<file path="src/rtl/xlt_pkg.sv">
package xlt_pkg;
  // Fault causes; the bit values are visible on rsp_cause.
  typedef enum logic [1:0] {
    CAUSE_NONE   = 2'b00,
    CAUSE_ABSENT = 2'b01,
    CAUSE_RW     = 2'b10,
    CAUSE_PRIV   = 2'b11
  } cause_e;

  // Table entry flag positions; the page number starts at PTE_PPN_LSB.
  localparam int PTE_V       = 0;
  localparam int PTE_R       = 1;
  localparam int PTE_W       = 2;
  localparam int PTE_S       = 3;
  localparam int PTE_PPN_LSB = 4;

  typedef struct packed {
    logic sup;
    logic wr;
    logic rd;
  } perm_t;
endpackage

</file>
<file path="src/rtl/xlt_perm.sv">
module xlt_perm
  import xlt_pkg::*;
(
  input  logic   present,
  input  perm_t  perm,
  input  logic   is_write,
  input  logic   is_user,
  output logic   fault,
  output cause_e cause
);
  // Priority: absent, then privilege, then read/write right.
  always_comb begin
    if (!present)                               cause = CAUSE_ABSENT;
    else if (is_user && perm.sup)               cause = CAUSE_PRIV;
    else if (is_write ? !perm.wr : !perm.rd)    cause = CAUSE_RW;
    else                                        cause = CAUSE_NONE;
    fault = (cause != CAUSE_NONE);
  end
endmodule

</file>
<file path="src/rtl/xlt_tlb.sv">
module xlt_tlb
  import xlt_pkg::*;
#(
  parameter int VPN_W = 20,
  parameter int PPN_W = 12,
  parameter int SETS  = 4
) (
  input  logic             clk,
  input  logic             rst_n,
  input  logic             flush,
  input  logic [VPN_W-1:0] lk_vpn,
  output logic             lk_hit,
  output logic [PPN_W-1:0] lk_ppn,
  output perm_t            lk_perm,
  input  logic             touch,
  input  logic             fill_en,
  input  logic [VPN_W-1:0] fill_vpn,
  input  logic [PPN_W-1:0] fill_ppn,
  input  perm_t            fill_perm
);
  localparam int IDX_W = $clog2(SETS);
  localparam int TAG_W = VPN_W - IDX_W;
  localparam int WAYS  = 2;

  logic [WAYS-1:0]  vld_q [SETS];
  logic             lru_q [SETS];   // way to replace next
  logic [TAG_W-1:0] tag_q [SETS][WAYS];
  logic [PPN_W-1:0] ppn_q [SETS][WAYS];
  perm_t            prm_q [SETS][WAYS];

  logic [IDX_W-1:0] lk_idx, fill_idx;
  logic [TAG_W-1:0] lk_tag;
  logic [WAYS-1:0]  way_hit;
  logic             hit_way, victim;

  assign lk_idx   = lk_vpn[IDX_W-1:0];
  assign lk_tag   = lk_vpn[VPN_W-1:IDX_W];
  assign fill_idx = fill_vpn[IDX_W-1:0];

  for (genvar w = 0; w < WAYS; w++) begin : g_way
    assign way_hit[w] = vld_q[lk_idx][w] && (tag_q[lk_idx][w] == lk_tag);
  end

  assign lk_hit  = |way_hit;
  assign hit_way = way_hit[1];
  assign lk_ppn  = ppn_q[lk_idx][hit_way];
  assign lk_perm = prm_q[lk_idx][hit_way];

  // Empty way first, otherwise the least recently used one.
  always_comb begin
    if (!vld_q[fill_idx][0])      victim = 1'b0;
    else if (!vld_q[fill_idx][1]) victim = 1'b1;
    else                          victim = lru_q[fill_idx];
  end

  always_ff @(posedge clk or negedge rst_n) begin
    if (!rst_n) begin
      for (int s = 0; s < SETS; s++) begin
        vld_q[s] <= '0;
        lru_q[s] <= 1'b0;
      end
    end else begin
      if (flush) begin
        for (int s = 0; s < SETS; s++) vld_q[s] <= '0;
      end else if (fill_en) begin
        vld_q[fill_idx][victim] <= 1'b1;
      end
      if (fill_en)    lru_q[fill_idx] <= ~victim;
      else if (touch) lru_q[lk_idx]   <= ~hit_way;
    end
  end

  // Payload needs no reset: it is qualified by the valid bits.
  always_ff @(posedge clk) begin
    if (fill_en) begin
      tag_q[fill_idx][victim] <= fill_vpn[VPN_W-1:IDX_W];
      ppn_q[fill_idx][victim] <= fill_ppn;
      prm_q[fill_idx][victim] <= fill_perm;
    end
  end
endmodule

</file>
<file path="src/rtl/xlt_walk.sv">
module xlt_walk #(
  parameter int VA_W   = 32,
  parameter int PA_W   = 24,
  parameter int OFF_W  = 12,
  parameter int PTE_DW = 16
) (
  input  logic              clk,
  input  logic              rst_n,
  input  logic              start,
  input  logic [VA_W-1:0]   start_va,
  input  logic              start_wr,
  input  logic              start_usr,
  input  logic [PA_W-1:0]   base,
  output logic              busy,
  output logic              mem_req,
  output logic [PA_W-1:0]   mem_addr,
  input  logic              mem_rvalid,
  input  logic [PTE_DW-1:0] mem_rdata,
  output logic              done,
  output logic [PTE_DW-1:0] pte,
  output logic [VA_W-1:0]   va_q,
  output logic              wr_q,
  output logic              usr_q
);
  localparam int VPN_W     = VA_W - OFF_W;
  localparam int PTE_SHIFT = $clog2(PTE_DW / 8);

  typedef enum logic {W_IDLE, W_FETCH} wstate_e;
  wstate_e          st_q, st_d;
  logic [PA_W-1:0]  base_q;
  logic [VPN_W-1:0] vpn;

  assign vpn      = va_q[VA_W-1:OFF_W];
  assign busy     = (st_q == W_FETCH);
  assign mem_req  = busy;
  assign mem_addr = base_q + PA_W'({vpn, {PTE_SHIFT{1'b0}}});
  assign done     = busy && mem_rvalid;
  assign pte      = mem_rdata;

  always_comb begin
    st_d = st_q;
    case (st_q)
      W_IDLE:  if (start) st_d = W_FETCH;
      W_FETCH: if (mem_rvalid) st_d = W_IDLE;
      default: st_d = W_IDLE;
    endcase
  end

  always_ff @(posedge clk or negedge rst_n) begin
    if (!rst_n) st_q <= W_IDLE;
    else        st_q <= st_d;
  end

  always_ff @(posedge clk) begin
    if (start) begin
      va_q   <= start_va;
      wr_q   <= start_wr;
      usr_q  <= start_usr;
      base_q <= base;
    end
  end
endmodule

</file>
<file path="src/rtl/xlt_mmu.sv">
module xlt_mmu
  import xlt_pkg::*;
#(
  parameter int VA_W     = 32,
  parameter int PA_W     = 24,
  parameter int OFF_W    = 12,
  parameter int TLB_SETS = 4
) (
  input  logic             clk,
  input  logic             rst_n,
  input  logic             flush,
  input  logic             req_valid,
  output logic             req_ready,
  input  logic [VA_W-1:0]  req_vaddr,
  input  logic             req_write,
  input  logic             req_user,
  input  logic [PA_W-1:0]  pt_base,
  output logic             mem_req,
  output logic [PA_W-1:0]  mem_addr,
  input  logic             mem_rvalid,
  input  logic [15:0]      mem_rdata,
  output logic             rsp_valid,
  output logic [PA_W-1:0]  rsp_paddr,
  output logic             rsp_fault,
  output logic [1:0]       rsp_cause
);
  localparam int VPN_W  = VA_W - OFF_W;
  localparam int PPN_W  = PA_W - OFF_W;
  localparam int PTE_DW = PTE_PPN_LSB + PPN_W;

  logic             busy, accept, lk_hit, walk_done, start;
  logic [PPN_W-1:0] lk_ppn, chk_ppn;
  perm_t            lk_perm, chk_perm, pte_perm;
  logic [PTE_DW-1:0] pte;
  logic [VA_W-1:0]  va_q;
  logic             wr_q, usr_q;
  logic             chk_present, chk_wr, chk_usr, chk_fault;
  logic [OFF_W-1:0] chk_off;
  cause_e           chk_cause;
  logic             rsp_fire;

  logic             rsp_valid_q, rsp_valid_d, rsp_fault_q, rsp_fault_d;
  logic [PA_W-1:0]  rsp_paddr_q, rsp_paddr_d;
  cause_e           rsp_cause_q, rsp_cause_d;

  assign req_ready = !busy && !flush;
  assign accept    = req_valid && req_ready;
  assign start     = accept && !lk_hit;
  assign pte_perm  = '{sup: pte[PTE_S], wr: pte[PTE_W], rd: pte[PTE_R]};

  xlt_tlb #(.VPN_W(VPN_W), .PPN_W(PPN_W), .SETS(TLB_SETS)) tlb_i (
    .clk(clk), .rst_n(rst_n), .flush(flush),
    .lk_vpn(req_vaddr[VA_W-1:OFF_W]), .lk_hit(lk_hit), .lk_ppn(lk_ppn),
    .lk_perm(lk_perm), .touch(accept && lk_hit),
    .fill_en(walk_done && !chk_fault), .fill_vpn(va_q[VA_W-1:OFF_W]),
    .fill_ppn(pte[PTE_PPN_LSB +: PPN_W]), .fill_perm(pte_perm)
  );

  xlt_walk #(.VA_W(VA_W), .PA_W(PA_W), .OFF_W(OFF_W), .PTE_DW(PTE_DW)) walk_i (
    .clk(clk), .rst_n(rst_n), .start(start), .start_va(req_vaddr),
    .start_wr(req_write), .start_usr(req_user), .base(pt_base),
    .busy(busy), .mem_req(mem_req), .mem_addr(mem_addr),
    .mem_rvalid(mem_rvalid), .mem_rdata(mem_rdata), .done(walk_done),
    .pte(pte), .va_q(va_q), .wr_q(wr_q), .usr_q(usr_q)
  );

  // One checker shared by the hit path and the walk-return path.
  always_comb begin
    if (walk_done) begin
      chk_present = pte[PTE_V];
      chk_perm    = pte_perm;
      chk_wr      = wr_q;
      chk_usr     = usr_q;
      chk_ppn     = pte[PTE_PPN_LSB +: PPN_W];
      chk_off     = va_q[OFF_W-1:0];
    end else begin
      chk_present = 1'b1;
      chk_perm    = lk_perm;
      chk_wr      = req_write;
      chk_usr     = req_user;
      chk_ppn     = lk_ppn;
      chk_off     = req_vaddr[OFF_W-1:0];
    end
  end

  xlt_perm perm_i (
    .present(chk_present), .perm(chk_perm), .is_write(chk_wr),
    .is_user(chk_usr), .fault(chk_fault), .cause(chk_cause)
  );

  assign rsp_fire = walk_done || (accept && lk_hit);

  always_comb begin
    rsp_valid_d = rsp_fire;
    rsp_fault_d = rsp_fault_q;
    rsp_cause_d = rsp_cause_q;
    rsp_paddr_d = rsp_paddr_q;
    if (rsp_fire) begin
      rsp_fault_d = chk_fault;
      rsp_cause_d = chk_cause;
      rsp_paddr_d = chk_fault ? '0 : {chk_ppn, chk_off};
    end
  end

  always_ff @(posedge clk or negedge rst_n) begin
    if (!rst_n) begin
      rsp_valid_q <= 1'b0;
      rsp_fault_q <= 1'b0;
      rsp_cause_q <= CAUSE_NONE;
      rsp_paddr_q <= '0;
    end else begin
      rsp_valid_q <= rsp_valid_d;
      rsp_fault_q <= rsp_fault_d;
      rsp_cause_q <= rsp_cause_d;
      rsp_paddr_q <= rsp_paddr_d;
    end
  end

  assign rsp_valid = rsp_valid_q;
  assign rsp_fault = rsp_fault_q;
  assign rsp_cause = rsp_cause_q;
  assign rsp_paddr = rsp_paddr_q;
endmodule

</file>
<file path="config.mk">
export PLATFORM = sky130hd
export DESIGN_NAME = xlt_mmu
export DESIGN_NICKNAME = d
export VERILOG_FILES = /design/src/rtl/xlt_pkg.sv /design/src/rtl/xlt_perm.sv /design/src/rtl/xlt_tlb.sv /design/src/rtl/xlt_walk.sv /design/src/rtl/xlt_mmu.sv
export SDC_FILE = /design/constraint.sdc
export NUM_CORES = 1
export LEC_CHECK = 0
export BUFFER_PORTS_ARGS = -buffer_cell sky130_fd_sc_hd__buf_2
export CORE_MARGIN = 10
export CORE_UTILIZATION = 45
export DETAILED_ROUTE_END_ITERATION = 6
export PLACE_DENSITY_LB_ADDON = 0.08
export SYNTH_ARGS = -nofsm -noshare
export SYNTH_HDL_FRONTEND = slang
export SYNTH_SLANG_ARGS = --single-unit
</file>
<file path="constraint.sdc">
create_clock -name clk -period 6.7 [get_ports clk]
set_clock_uncertainty 0.15 [all_clocks]
set_input_delay 0.67 -clock clk [delete_from_list [all_inputs] [get_ports clk]]
set_output_delay 0.67 -clock clk [all_outputs]
set_load 0.005 [all_outputs]
</file>
Yosys cells after proc, flatten, opt, wreduce, memory -nomap -nowiden --
Memory sizes are Yosys's and may differ from the RTL's. Index checks and enable logic that the tools add are counted. Widths: inputs -> output; s select.
Word-level totals: register bits 99, bits in writable memories 264, bits of input ports 79, output and inout port bits 54, logic and storage cells 119, memories 3
Memories:
- tlb_i.tag_q | depth 4, width 36, rd ports 1, clocked after memory_dff 0, write ports 1, RTL line xlt_tlb.sv:27 | logic [TAG_W-1:0] tag_q [SETS][WAYS];
- tlb_i.ppn_q | depth 4, width 24, rd ports 1, clocked after memory_dff 0, write ports 1, RTL line xlt_tlb.sv:28 | logic [PPN_W-1:0] ppn_q [SETS][WAYS];
- tlb_i.prm_q | depth 4, width 6, rd ports 1, clocked after memory_dff 0, write ports 1, RTL line xlt_tlb.sv:29 | perm_t prm_q [SETS][WAYS];
Cells by class: add/subtract/negate cells 1, order comparisons 9, equal/unequal tests 2, mux-type cells 55, bitwise logic cells 8, reductions and logical operators 24
Operators by type and width (count):
- $mux 12 | 6
- $mux 24 | 2
- $eq 18x18->1 | 2
- $mux 36 | 1
- $add 24x21->24 | 1
- $demux 18 s1 | 1
- $mux 18 | 1
- $mux 2 | 8
- $mux 8 | 2
- $mux 3 | 5
- $mux 1 | 14
- $logic_and 1x1->1 | 13
- $demux 12 s1 | 1
- $bmux 2 s2 | 2
- $bwmux 4 | 2
- $mux 4 | 2
- $or 8x8->8 | 1
- $ge 3x3->1 const B | 2
- $logic_not 1->1 | 6
- $lt 3x1->1 const B | 2
- $mux 6 | 1
- $not 2->3 | 2
- $reduce_bool 2->1 | 3
- $demux 1 s2 | 2
- other kinds (13) | 17

Depth between registers and ports, before layout --
Gate-level depths: netlist of run 1.
depth after elaboration 20, gate-level depth with buffers 14, depth with buffers taken out 12

Cells and area by module --
From an unflattened synthesis of run 1, not the netlist that was laid out.
Second synthesis, totals: cells, all modules 853, area, all modules 15417.3 um^2
By module, submodules not included:
- xlt_tlb | times used 1, cells an instance 497, area an instance 10857.9 um^2
- xlt_walk | times used 1, cells an instance 226, area an instance 3006.6 um^2
- xlt_mmu | times used 1, cells an instance 125, area an instance 1514.0 um^2
- xlt_perm | times used 1, cells an instance 5, area an instance 38.8 um^2

Worst setup path after synthesis of run 1 --
Ideal clock, no wire load.
path type input to register, start point in req_vaddr[12], end point reg walk_i.base_q[0], enable pin, arrival 4922 ps, path slack 1154 ps, cell stages on the path 10, buffers on the path 4, cell sequence buf_6 buf_6 buf_6 buf_2 mux4_2 xnor2_1 nand4_1 inv_1 a41o_2 nor2_1
On the way: cells in the longest elaborated chain, start to end 8
Ends and longest elaborated chain:
- start, declared | RTL line xlt_mmu.sv:14 | input logic [VA_W-1:0] req_vaddr,
- branches (longest 5 deep; another with $mem_v2 4x36)
- $reduce_or 2->1 * | RTL line xlt_tlb.sv:44 | assign lk_hit = |way_hit;
- $logic_not 1->1 * | RTL line xlt_mmu.sv:48 | assign start = accept && !lk_hit;
- $logic_and 1x1->1 * | RTL line xlt_mmu.sv:48
- via start | RTL line xlt_mmu.sv:31 | logic busy, accept, lk_hit, walk_done, start;
- end signal, assigned | RTL line xlt_walk.sv:59 | base_q <= base;
- end, declared | RTL line xlt_walk.sv:30 | logic [PA_W-1:0] base_q;
Mark *: on every way through the listed nets, which the timed path passes. The select of a mux whose other input is x is not followed. A chain may end at the register's enable or synchronous reset.

Worst setup path in the final report of run 1 --
start point reg walk_i.va_q[12], end point out mem_addr[23]
On the way: cells in the longest elaborated chain, start to end 1
Ends and longest elaborated chain:
- start, declared | RTL line xlt_walk.sv:21 | output logic [VA_W-1:0] va_q,
- start signal, assigned | RTL line xlt_walk.sv:56 | va_q <= start_va;
- $add 24x21->24 | RTL line xlt_walk.sv:36 | assign mem_addr = base_q + PA_W'({vpn, {PTE_SHIFT{1'b0}}});
- end, declared | RTL line xlt_mmu.sv:19 | output logic [PA_W-1:0] mem_addr,
No other way between the ends.

==> summary.md, run 1 <==
| Metric | Value |
|---|---|
| Status | `finished clean` |
| Bufs on Longest Clock Path | `3` |
| Clk sinks | `~360` |
| Crit path launch type | `register` |
| Layout cells sized above 1 | `0.288` |
| Hold Path Class | `in -> async` |
| First-pass GRT wire length | `approximately 52,000 µm` |
| Core box area | `around 33,000 µm²` |
| Met2 WL | `roughly 17,000 µm` |
| Count leader, synth | `edfxtp_1` |
| Initial antenna violation count | `0` |
| Worst setup path end | `mem_addr[23]` |
| Syn Inst Count | `859` |
| R2R setup slack | `between 2 and 3 ns` |
| Crit path launch | `walk_i.va_q[12]$_DFFE_PP_` |
| Final non-filler cell total | `1,485` |
| DIE WIDTH | `203 µm` |
| PD cells | `287 nW/µm²` |
| Met3 wire len | `approximately 1600 µm` |
| Vias per cell | `5.37` |
| Via count | `roughly 8,000` |
| GRT overflow | `0` |
| Final hold vios | `0` |
| Yosys top cell by area | `edfxtp_1` |
| # diodes | `0` |
| CP bufs+invs | `2` |
| Max stage delay on crit path | `around 0.58 ns` |
| Gp weighted congestion | `a little under 0.8` |
| Max layer used | `met4` |
| Initial core utilization | `0.459` |
| Post-Route WL | `33,600 µm` |
| Vias in the first global route | `8,426` |
| Post-route clock period utilization | `0.707` |
| Final instance area | `17,400 µm²` |
| Reg clk slew, reported paths | `0.06 ns` |
| Row count | `66` |
| HPWL after detailed placement | `21,300 µm` |
| R2R cell count | `9` |
| Async SR Flop Fraction | `0.113` |
| Top-area cell type share of the netlist area | `0.644` |
| H-tree depth | `2` |
| Max Cap Violations | `0` |
| Setup TNS | `0 ns` |
| Yosys warnings | `0` |
| PostCTS Resize Cnt | `0` |
| Final Critical Period | `4.74 ns` |
| Max-slew violations | `0` |
| Synth cell count leaders | `322 x edfxtp_1, 62 x mux4_2, 57 x nand2_1` |
| Worst Tran Pin Value | `1.20 ns` |
| Avg Cell Area, Syn | `17.5 µm²` |
| R2R Path Start | `tlb_i.tag_q[3][2]$_DFFE_PP_` |
| Setup Viol. Count Final | `0` |
| Yosys reg bits | `roughly 360` |
| Net Count, Synth | `~960` |
| Metal-1 WL | `~15,000 µm` |
| Leakage | `roughly 6.2 nW` |
| Post-synth EDFFs | `approximately 320` |
| First-pass DRT Iterations | `5` |
| Maximum vdd drop | `about 0.00017 V` |
| Worst endpoint data arrival time | `3.92 ns` |
| Placed Area | `16,200 µm²` |
| Total power | `5.01 mW` |
| Multi-input logic area | `around 4100 µm²` |
| Port-buffer cells | `roughly 130` |
| RSZ-0062 raised after global routing | `no` |
| Total CTS buffers | `40` |
| Sequential element share of the synthesized area | `0.712` |
| CP required | `about 5.9 ns` |
| Register area | `roughly 11,000 µm²` |
| Worst-path cell chain | `ha_1 > inv_1 > fa_1 > nor2b_1 > o31a_1 > o21ai_0 > a21oi_1 > a21oi_1 > a31oi_1 > a41o_1 > o2111a_1 > xor2_1 > buf_2` |
| Dominant synthesized flop cell | `edfxtp_1` |
| Largest net degree at the start of global routing | `50` |
| Synth-to-layout area growth | `16.2%` |
| GRT Total Usage | `0.162` |
| CTS tree | `done` |
| Cell family with most CP delay | `compound AO/OA/AOI/OAI gates` |
| Placed cells | `~1,400` |
| WL/cell | `about 23 µm` |
| Crit end category | `output port` |
| Largest cells by area after synthesis | `edfxtp_1 64%, mux4_2 9.3%, dfrtp_1 6.8%` |
| Routed Antenna Nets | `0` |
| Worst-path fanout max | `11` |
| Peak Freq | `approximately 210 MHz` |
| I/O pins | `133` |
| Post-Syn Area | `~15,000 µm²` |
| Library cells used by synthesis | `60` |
| Worst-Skew Late Latency | `around 0.52 ns` |
| Critical Path Most Common Cell | `a21oi_1` |
| Final net count | `1,115` |
| DRC errors left | `0` |
| CTS Hold Bufs | `0` |
| CP Depth | `13` |
| Die outline area | `between 40,000 and 50,000 µm²` |
| Root buffer cell | `clkbuf_16` |
| Slew margin rel. | `0.189` |
| Starting DRT DRC Count | `about 450` |
| FF-to-FF End | `rsp_paddr[21]$_DFFE_PN0P_` |
| Chip Height | `203 µm` |
| WS Path Type | `reg -> out` |
| Fin util | `0.534` |
| Fillers | `between 2,000 and 3,000` |
| Critical path's slowest cell | `edfxtp_1` |
| Post-CTS setup buffer count | `0` |
cell families (layout without fill, tap and decap cells):
family | Yosys count | after routing | share of synthesized area
and+or+nand+nor | 159 | 159 | 0.0482
muxes | 94 | 94 | 0.115
adders and majority gates | 21 | 21 | 0.0180
xor gates and xnor gates | 53 | 53 | 0.0309
buffers and inverters | 51 | 235 | 0.0181
AOI/OAI and AO/OA | 118 | 118 | 0.0578
DFF | 363 | 363 | 0.712
layout by cell type (no fill, tap or decap), drive strengths merged, types with 8 or more instances in the layout:
cell / instances
clkinv: 16
nor2: 51
dfrtp: 41
o21ai: 25
a31oi: 16
a21oi: 21
buf: 146
ha: 20
nand2: 57
a22o: 12
nand4: 8
inv: 21
xor2: 16
nor3: 12
mux4: 62
mux2i: 27
clkbuf: 49
edfxtp: 322
xnor2: 37
state kept, by name, summed over array words and instances (netlist names):
name and count:
tlb_i.prm_q 24, walk_i.usr_q 1, tlb_i.tag_q 144, walk_i.wr_q 1
rsp_valid 1, walk_i.va_q 32, tlb_i.ppn_q 96, walk_i.busy 1
rsp_fault 1, tlb_i.lru_q 4, rsp_cause 2, rsp_paddr 24
tlb_i.vld_q 8, walk_i.base_q 24
metrics by stage:
step / setup slack [ns] / hold slack (ns)
global route: 1.60 / 0.154
finish: 1.96 / 0.134
global placement: 1.71 / 0.306
detailed placement: 1.64 / 0.315
floorplan: 1.15 / 0.224
CTS: 1.93 / 0.148
metal layers:
layer | up-vias | GRT usage
met4 | 0 | 0.0373
met2 | 184 | 0.275
li1 | 3698 | -
met1 | 4056 | 0.212
met3 | 41 | 0.0307
met5 | - | 0
power by group:
part           internal, mW  switching, mW
Sequential             2.52         0.0358
Combinational         0.172          0.208
Clock                  1.22          0.856
worst min path at each step:
stage	depth (start not counted)	to
2_1_floorplan	0	rsp_cause[0]$_DFFE_PN0P_
3_3_place_gp	2	rsp_paddr[10]$_DFFE_PN0P_
3_5_place_dp	2	rsp_paddr[11]$_DFFE_PN0P_
4_1_cts	1	walk_i.base_q[0]$_DFFE_PP_
5_1_grt	1	walk_i.base_q[22]$_DFFE_PP_
6_report	1	rsp_paddr[23]$_DFFE_PN0P_
layout make-up:
class,count,share of cell area
clock buffers,49,0.0617
multi-input cells,445,0.236
flip-flops and latches,363,0.613
repair buffers,146,0.0449
inverters,19,0.00409
well taps,442,0.0317
clock inverters,21,0.00918
(Power assumes the default switching activity.)
==> run 2: changes to the inputs <==
clock period = 3.8 ns   (was 6.7 ns; I/O delays follow)
==> run 2 against run 1 <==
Die area is the same. Clock-buffer cell count shrank 4. Worst hold slack lost 0.12 ns. Critical path type unchanged.
==> summary.md, run 2 (synthesis gave the netlist of run 1 again) <==
| Metric | Value |
|---|---|
| Flop pwr share | `0.498 (-0.012)` |
| Core box area | `32,700 µm² (unchanged)` |
| GRT Total Usage | `0.176 (+0.0134)` |
| Total CTS buffers | `41 (+2.5%)` |
| H-tree depth | `2 (unchanged)` |
| Final Critical Period | `between 3 and 4 ns` |
| Via count | `8,584 (+7.6%)` |
| Synth-to-layout area growth | `25.9%` |
| Commonest cells after routing, fill and taps aside | `322 x edfxtp_1, 130 x buf_2, 67 x dlygate4sd3_1` |
| Initial antenna violation count | `0 (unchanged)` |
| Worst endpoint data arrival time | `3.20 ns (-0.72 ns)` |
| WL/cell | `22.2 µm (-1.8%)` |
| Fin util | `0.578 (+0.0447)` |
| Post-Place Setup Slack | `-0.141 ns (-1.78 ns)` |
| Internal power | `7.03 mW (+80%)` |
| Biggest regs | `tlb_i.tag_q (144), tlb_i.ppn_q (96), walk_i.va_q (32)` |
| Max FFs per register | `144 (unchanged)` |
| CTS tree | `done` |
| CP required | `3.27 ns (-2.61 ns)` |
| DIE WIDTH | `203 µm (unchanged)` |
| Root buffer cell | `clkbuf_16` |
| First-pass DRT Iterations | `5 (unchanged)` |
| Gp weighted congestion | `0.784 (+0.71%)` |
| Peak Freq | `between 200 and 300 MHz` |
| Max-slew violations | `0 (unchanged)` |
| Clock share of power | `0.410 (-0.004)` |
| Initial core utilization | `0.459 (unchanged)` |
| Largest net degree at the start of global routing | `42 (-16%)` |
| Slew margin rel. | `0.183 (-0.00601)` |
| Hold slack | `0.0135 ns (-0.121 ns)` |
| Hold Startpoint | `req_vaddr[14]` |
| Placed cells | `1,454 (+2.8%)` |
| WS Path Type | `reg -> out` |
| Top reg by flops | `tlb_i.tag_q` |
| I/O pins | `133 (unchanged)` |
| First-pass GRT wire length | `55,800 µm (+7.8%)` |
| Worst-Skew Late Latency | `0.54 ns (+0.02 ns)` |
| R2R Path Start | `tlb_i.tag_q[3][11]$_DFFE_PP_` |
| Hold Path Class | `in -> reg` |
| Post-route clock period utilization | `0.982` |
| PD cells | `477 nW/µm² (+66%)` |
| Layout cells sized above 1 | `0.325 (+0.0377)` |
| Crit path launch type | `register` |
| Leakage | `6.88 nW (+10%)` |
| Reg clk slew, reported paths | `0.06 ns (about the same)` |
| Max Cap Violations | `0 (unchanged)` |
| DRC errors left | `0 (unchanged)` |
| Post-Route WL | `35,900 µm (+6.6%)` |
| Port-buffer cells | `132 (unchanged)` |
| Vias per cell | `5.32 (-0.95%)` |
| Crit end category | `output port` |
| Routed Antenna Nets | `0 (unchanged)` |
| Bufs on Longest Clock Path | `3 (unchanged)` |
| Status | `finished clean` |
| Power share of the combinational group | `0.091 (+0.015)` |
| Total power | `9.03 mW (+80%)` |
| RSZ-0062 raised after global routing | `yes` |
| Maximum vdd drop | `0.000375 V (+120%)` |
| Setup Viol. Count Final | `0 (unchanged)` |
| Die outline area | `41,100 µm² (unchanged)` |
| Switching share of power | `0.222 (+0.00222)` |
| Worst-path fanout max | `3 (-8)` |
| Crit path launch | `walk_i.va_q[12]$_DFFE_PP_` |
| Vias in the first global route | `9,218 (+9.4%)` |
| Final hold vios | `0 (unchanged)` |
| Worst Tran Pin Value | `1.21 ns (+0.00891 ns)` |
| Final net count | `1,241 (+11%)` |
| Commonest non-fill, non-tap cell in the layout | `edfxtp_1` |
| Chip Height | `203 µm (unchanged)` |
| HPWL after detailed placement | `22,900 µm (+7.5%)` |
| GRT overflow | `0 (unchanged)` |
| Row count | `66 (unchanged)` |
| Final non-filler cell total | `1,613 (+8.6%)` |
| Clk sinks | `363 (unchanged)` |
| Post-route setup slack | `0.0697 ns (-1.89 ns)` |
| Starting DRT DRC Count | `540 (+21%)` |
| # diodes | `0 (unchanged)` |
| Switching pwr | `2.00 mW (+82%)` |
run 2: final timing paths:
check,cells after the start,slack (ns),to
worst min register to register,2,0.32,rsp_paddr[8]$_DFFE_PN0P_
max in group asynchronous,2,2.47,tlb_i.vld_q[6]$_DFFE_PN0P_
worst min-delay path,1,0.01,walk_i.va_q[14]$_DFFE_PP_
worst max register to register,11,0.35,rsp_paddr[13]$_DFFE_PN0P_
worst max-delay path,13,0.07,mem_addr[23]
min in group asynchronous,2,0.40,rsp_paddr[21]$_DFFE_PN0P_
run 2: stage by stage:
step                      TNS (ns)  cell area, µm²
after floorplan                  0           15000
after global placement       -1.51           16700
after detailed placement     -1.62           16700
after CTS                 -0.00232           18800
after global routing        -0.247           18900
final                            0           18900
run 2: layout make-up:
class                   count  area, µm²
repair buffers            271       2040
flip-flops and latches    363      10700
inverters                  19       71.3
multi-input cells         445       4290
clock inverters            28        213
fillers                  2567      13800
clock buffers              45       1040
well taps                 442        553
run 2: worst max-delay path, stage by stage (launching register included):
cell	delay, ns
edfxtp_1	0.40
ha_4	0.18
inv_2	0.04
fa_2	0.36
nor2b_2	0.14
o31a_1	0.18
o21ai_2	0.08
a21oi_2	0.23
a21oi_4	0.11
a31oi_4	0.18
a41o_1	0.26
o2111a_1	0.23
xor2_1	0.14
buf_2	0.13
run 2: routing by layer:
metal / up-vias / routed length [µm] / GRT usage
li1: 3957 / - / -
met1: 4351 / 15300 / 0.229
met2: 230 / 18000 / 0.297
met3: 46 / 1960 / 0.0338
met4: 0 / 655 / 0.0450
met5: - / 0 / 0
run 2: timing repair:
action	in CTS	in global routing
hold endpoints to repair	182	0
buffers inserted	14	5
hold buffers	67	0
setup endpoints to repair	7	5
resized for setup	22	14
pin swaps	10	8
run 2: power by group through the flow:
stage                     logic, mW  clock network, mW  registers, mW
after floorplan               0.402                  0           4.58
after global placement        0.726                  0           4.59
after detailed placement      0.730                  0           4.59
after CTS                     0.821               3.80           4.50
after global routing          0.910               3.97           4.51
final                         0.824               3.71           4.50
